## src/rtl/msi_snoop_ctrl.sv

```systemverilog
module msi_snoop_ctrl #(
  parameter int AW    = 32,
  parameter int LINES = 16,
  parameter int WORDS = 4
) (
  input  logic                    clk,
  input  logic                    rst_n,
  input  logic                    cpu_req,
  input  logic                    cpu_we,
  input  logic [AW-1:0]           cpu_addr,
  input  logic [31:0]             cpu_wdata,
  output logic [31:0]             cpu_rdata,
  output logic                    cpu_ready,
  output logic                    bus_req,
  input  logic                    bus_gnt,
  output logic [2:0]              bus_cmd,
  output logic [AW-$clog2(WORDS)-3:0] bus_addr,
  output logic [WORDS*32-1:0]     bus_wdata,
  input  logic                    fill_valid,
  input  logic [WORDS*32-1:0]     fill_data,
  input  logic                    snp_valid,
  input  logic [2:0]              snp_cmd,
  input  logic [AW-$clog2(WORDS)-3:0] snp_addr,
  output logic                    snp_flush,
  output logic [WORDS*32-1:0]     snp_data
);
  localparam int WS = $clog2(WORDS);
  localparam int OB = WS + 2;
  localparam int IB = $clog2(LINES);
  localparam int TB = AW - OB - IB;
  localparam int LW = WORDS * 32;

  localparam logic [1:0] ST_I = 2'd0, ST_S = 2'd1, ST_M = 2'd2;
  localparam logic [2:0] C_NONE = 3'd0, C_RD = 3'd1, C_WR = 3'd2, C_INV = 3'd3, C_WB = 3'd4;
  localparam logic [1:0] F_IDLE = 2'd0, F_REQ = 2'd1, F_FILL = 2'd2;

  logic [1:0]    st_q  [LINES];
  logic [TB-1:0] tag_q [LINES];
  logic [LW-1:0] dat_q [LINES];
  logic [1:0]    fsm_q;

  wire [IB-1:0] c_idx  = cpu_addr[OB+IB-1:OB];
  wire [TB-1:0] c_tag  = cpu_addr[AW-1:OB+IB];
  wire [WS-1:0] c_wsel = cpu_addr[OB-1:2];
  wire [1:0]    c_st   = st_q[c_idx];
  wire          c_tmatch = (tag_q[c_idx] == c_tag);
  wire          c_hit  = c_tmatch && (c_st != ST_I);
  wire          c_ok   = c_hit && (!cpu_we || c_st == ST_M);

  wire [IB-1:0] s_idx = snp_addr[IB-1:0];
  wire [TB-1:0] s_tag = snp_addr[TB+IB-1:IB];
  wire [1:0]    s_st  = st_q[s_idx];
  wire          s_cmd_ok = (snp_cmd == C_RD) || (snp_cmd == C_WR) || (snp_cmd == C_INV);
  wire          s_hit = snp_valid && s_cmd_ok && (s_st != ST_I) && (tag_q[s_idx] == s_tag);

  logic unused_ok;
  assign unused_ok = ^cpu_addr[1:0];

  assign snp_flush = s_hit && (s_st == ST_M) && (snp_cmd != C_INV);
  assign snp_data  = dat_q[s_idx];
  assign cpu_ready = (fsm_q == F_IDLE) && cpu_req && c_ok && !s_hit;
  assign cpu_rdata = dat_q[c_idx][{c_wsel, 5'b0} +: 32];
  assign bus_req   = (fsm_q == F_REQ);
  assign bus_wdata = dat_q[c_idx];

  always_comb begin
    if (!bus_req)                                       bus_cmd = C_NONE;
    else if (c_st == ST_M && !c_tmatch)                 bus_cmd = C_WB;
    else if (cpu_we && c_st == ST_S && c_tmatch)        bus_cmd = C_INV;
    else if (cpu_we)                                    bus_cmd = C_WR;
    else                                                bus_cmd = C_RD;
  end

  assign bus_addr = (bus_cmd == C_WB) ? {tag_q[c_idx], c_idx} : cpu_addr[AW-1:OB];

  always_ff @(posedge clk) begin
    if (!rst_n) begin
      fsm_q <= F_IDLE;
      for (int i = 0; i < LINES; i++) st_q[i] <= ST_I;
    end else begin
      case (fsm_q)
        F_IDLE: if (cpu_req && !c_ok && !s_hit) fsm_q <= F_REQ;
        F_REQ: if (bus_gnt) begin
          case (bus_cmd)
            C_WB:  st_q[c_idx] <= ST_I;
            C_INV: begin st_q[c_idx] <= ST_M; fsm_q <= F_IDLE; end
            default: begin st_q[c_idx] <= ST_I; fsm_q <= F_FILL; end
          endcase
        end
        F_FILL: if (fill_valid) begin
          st_q[c_idx] <= cpu_we ? ST_M : ST_S;
          fsm_q <= F_IDLE;
        end
        default: fsm_q <= F_IDLE;
      endcase
      if (s_hit) begin
        if (snp_cmd == C_RD) begin
          if (s_st == ST_M) st_q[s_idx] <= ST_S;
        end else begin
          st_q[s_idx] <= ST_I;
        end
      end
    end
  end

  always_ff @(posedge clk) begin
    if (cpu_ready && cpu_we) dat_q[c_idx][{c_wsel, 5'b0} +: 32] <= cpu_wdata;
    if (fsm_q == F_FILL && fill_valid) begin
      dat_q[c_idx] <= fill_data;
      tag_q[c_idx] <= c_tag;
    end
  end

  a_r9_ready_excludes_bus: assert property (@(posedge clk) disable iff (!rst_n)
    cpu_ready |-> !bus_req);
  a_r9_ready_needs_req: assert property (@(posedge clk) disable iff (!rst_n)
    cpu_ready |-> cpu_req);
  a_r11_req_held: assert property (@(posedge clk) disable iff (!rst_n)
    (bus_req && !bus_gnt && !s_hit) |=> (bus_req && $stable(bus_cmd)));
  a_r5_flush_downgrades: assert property (@(posedge clk) disable iff (!rst_n)
    (snp_flush && snp_cmd == C_RD) |=> (st_q[$past(s_idx)] == ST_S));
  a_r6_snoop_invalidates: assert property (@(posedge clk) disable iff (!rst_n)
    (s_hit && snp_cmd != C_RD) |=> (st_q[$past(s_idx)] == ST_I));
  a_r2_fill_leaves_valid: assert property (@(posedge clk) disable iff (!rst_n)
    (fsm_q == F_FILL && fill_valid) |=> (st_q[$past(c_idx)] != ST_I));
  a_r8_flush_needs_snoop: assert property (@(posedge clk) disable iff (!rst_n)
    snp_flush |-> snp_valid);
endmodule

```

## config.mk

```make
export PLATFORM = sky130hd
export DESIGN_NAME = msi_snoop_ctrl
export DESIGN_NICKNAME = d
export VERILOG_FILES = /design/src/rtl/msi_snoop_ctrl.sv
export SDC_FILE = /design/constraint.sdc
export NUM_CORES = 2
export LEC_CHECK = 0
export BUFFER_PORTS_ARGS = -buffer_cell sky130_fd_sc_hd__buf_2
export CAP_MARGIN = 20
export CORE_MARGIN = 8
export CORE_UTILIZATION = 55
export DETAILED_ROUTE_END_ITERATION = 16
export GPL_ROUTABILITY_DRIVEN = 0
export PLACE_DENSITY = 0.73
export SYNTH_ARGS = -nofsm -noshare
export SYNTH_HDL_FRONTEND = slang
export SYNTH_SLANG_ARGS = --single-unit
export TNS_END_PERCENT = 5
```

## constraint.sdc

```tcl
create_clock -name clk -period 13.62 [get_ports clk]
set_clock_uncertainty 0.15 [all_clocks]
set_input_delay 2.043 -clock clk [delete_from_list [all_inputs] [get_ports clk]]
set_output_delay 2.043 -clock clk [all_outputs]
set_load 0.1 [all_outputs]
```

==> results.md <==
- Outcome: finished, final reports clean
- Die Ht: 475.8 um
- Cell row count: 168
- Worst-path cell chain: buf_8 -> buf_4 -> mux4_2 -> mux2i_1 -> xnor2_1 -> nor4_1 -> a41oi_1 -> a2111oi_4 -> and3_1 -> a21oi_1 -> a2111oi_2 -> buf_2
- Synth Area in Compound Gates: 2.133%
- Synth Register Bits: 2,466
- Initial antenna violation count: 67
- Met2 WL post-DR: 170,600 um
- Simple-gate share of the synthesized area: 1.343%
- Synth area leader: edfxtp_1
- Vias in the first global route: 67.10k
- Initial core utilization: 55.43%
- Final ANT Viol Nets: 0
- CTS tree: done
- Slew Limit Fails: 0
- Share of flip-flops with an asynchronous set or reset: 0%
- Die W: 475.8 um
- Leakage: 39.44 nW
- Synth cell count leaders: edfxtp_1 (2,448), mux4_2 (1,505), clkbuf_1 (245)
- Peak supply drop: 0.1394 mV
- Most common cell in the synthesized netlist: edfxtp_1
- P&R area growth vs syn: 12.83%
- Max cap viols: 0
- Multiplexer share of the synthesized area: 30.69%
- Remaining global-route overflow: 0
- Num CTS Buffers: 279
- CP Max Fanout: 62
- WL final: 369,500 um
- XOR/XNOR share of the synthesized area: 0.4821%
- Nets: 6,057
- Slew @ Worst Pin: 1220 ps
- CTS max path bufs: 4
- Final period utilization: 73.31%
- Worst skew pair latency: 920 ps
- Vias per inst: 7.399
- CP bufs+invs: 3
- IO Port Bufs: 549
- Critical Path AT: 7790 ps
- Share of layout cells above drive strength 1: 44.98%
- 1st-iter DRT viols: 9,596
- Number of synthesized flops with an enable pin: 2,448
- H-tree depth: 5
- Post-CTS Hold Fix Bufs: 0
- Fmax: 100.1 MHz
- Vias: 65.75k
- # Post-CTS Setup Buffers: 0
- Mapped Avg Cell Area: 22.00 sq um
- DRC violations left: 0
- Avg WL per Cell: 41.58 um
- Clk slew on worst S/H paths: 60 ps
- RSZ-0062 raised after global routing: false
- Worst Reg-to-Reg Cells: 10
- Slew margin rel.: 18.67%
- Gr usage total: 32.42%
- Clk sinks: 2,466
- Final core utilization: 62.54%
- Yosys warns: 0
- Post-CTS Resized: 0
- Detailed Routing Iterations Pass 1: 6
- Ys flop type: edfxtp_1
- Kind of critical path: input port to primary output
- Max incr delay on CP: 730 ps
- Detailed placement HPWL: 220,000 um
- Root buffer cell: clkbuf_16
- Met3 Wirelength: 50,160 um
- Hold Vio Cnt, Final: 0
- Die area: 226,400 sq um
- Synth Instances: 5,285
- Mapped Nets: 5,520
- Minimum clock period: 9985 ps
- Worst hold stages: 4
- I/O pin count: 552
- Largest net degree at the start of global routing: 142
- Area contributors post-synth: edfxtp_1 (63%), mux4_2 (29%), mux2i_1 (1.1%)
- Startpoint Class: input port
- M1 WL: 118,600 um
- Finish-stage setup viols: 0
- Top Layer Used: met5
- Worst setup EP type: primary output
- Area share of fa/ha/maj cells after synthesis: 0.05380%
- Core area: 209,800 sq um
- HP Class: flop to flop
- PD cells: 133.9 nW/um^2
- First-pass GRT wire length: 511,900 um
- Netlist cell types: 70
- CP max stage cell: buf_4
- Design Power: 0.01756 W
- Register area share after synthesis: 63.53%
- Crit. path cell count: 12
- WP data required: 11,430 ps
- Share of the synthesized area in the top cell type: 63.22%
- Worst path top cell family by delay: buffers and inverters
- Post-Syn Area: 116,300 sq um
- Largest family of logic cells by synthesized area: multiplexers
- TNS Setup: 0 ps
[worst reg2reg max path, delay by kind of cell, from the launching register on]
kind / cells / cell delay [ps]
and+or+nand+nor: 3 / 1830
muxes: 2 / 790
AOI/OAI and AO/OA: 3 / 1190
buffers and inverters: 1 / 670
DFF: 1 / 400
xor gates and xnor gates: 1 / 210
[worst paths after layout]
kind              slack [ps]            to        start
setup / recovery        3630    bus_cmd[0]  cpu_addr[7]
hold / removal           470   st_q[10][1]  st_q[10][1]
setup reg to reg        7930  dat_q[5][81]  tag_q[7][6]
hold reg to reg          470   st_q[10][1]  st_q[10][1]
[routing by layer]
| metal | up-vias | track usage, % |
|---|---|---|
| met5 | - | 0 |
| li1 | 24820 | - |
| met1 | 34850 | 40.85 |
| met4 | 28 | 22.66 |
| met2 | 5022 | 48.50 |
| met3 | 1033 | 10.01 |
[final cells by class]
class,instances,area (sq um)
clock buffer,342,7367
inverter,15,56.30
timing repair buffer,693,4009
antenna,71,177.7
multi-input combinational,2367,41210
clock inverter,127,996.0
tap,2805,3510
fill,14210,78580
sequential,2466,73870
[state kept, by name (all words and copies together) (netlist names)]
signal  flops
dat_q    2048
fsm_q       2
st_q       32
tag_q     384
[power breakdown]
part	leakage, nW	internal (W)	switching, W	total (W)
Sequential	21.2	0.00835	0.00000613	0.00836
Clock	4.05	0.00410	0.00293	0.00704
Combinational	14.2	0.000600	0.00157	0.00217
Total	39.4	0.0131	0.00451	0.0176
[placed cells by master, fill, tap and decap left out, types with 7 or more instances in the layout]
cell type / synthesis / final
mux2i_1: 124 / 124
clkinvlp_4: 0 / 12
buf_12: 0 / 8
nor4_2: 16 / 17
mux2_2: 27 / 27
nand2b_1: 14 / 14
and3_1: 8 / 7
nand4_1: 22 / 22
xnor2_1: 46 / 46
or2_1: 16 / 16
nand2_1: 81 / 81
clkbuf_16: 0 / 286
nor3_1: 9 / 9
nor2b_1: 15 / 15
a21oi_1: 97 / 33
clkinv_1: 2 / 64
edfxtp_1: 2448 / 2448
mux4_2: 1505 / 1505
a211oi_1: 7 / 7
diode_2: 0 / 71
nand3_1: 19 / 19
a22oi_1: 17 / 17
clkbuf_1: 245 / 56
o21ai_0: 60 / 60
a22o_1: 130 / 130
a21oi_4: 0 / 64
buf_8: 0 / 8
bufinv_16: 0 / 15
buf_4: 14 / 136
xor2_1: 18 / 18
mux2_4: 7 / 7
buf_2: 116 / 541
mux2_1: 11 / 11
nor2_4: 0 / 16
dfxtp_1: 18 / 18
inv_1: 11 / 11
clkinv_2: 0 / 30
nor2_1: 43 / 27
[cells by family after synthesis]
family | Yosys count
fa+ha+maj | 5
simple gates | 270
flops | 2466
compound gates | 353
mux | 1675
buf+inv | 452
xor+xnor | 64
[metrics by stage]
stage	instance area (sq um)	cells	worst slack [ps]	hold WS, ps
5_1_grt	131000	8825	3477	502.7
3_5_place_dp	122700	8346	3759	451.2
4_1_cts	131000	8815	3788	468.4
2_1_floorplan	116300	5285	4805	415.2
6_report	131200	8886	3635	473.9
3_3_place_gp	122700	8346	3798	437.6
Note: power is estimated with default switching activity, not from simulation.
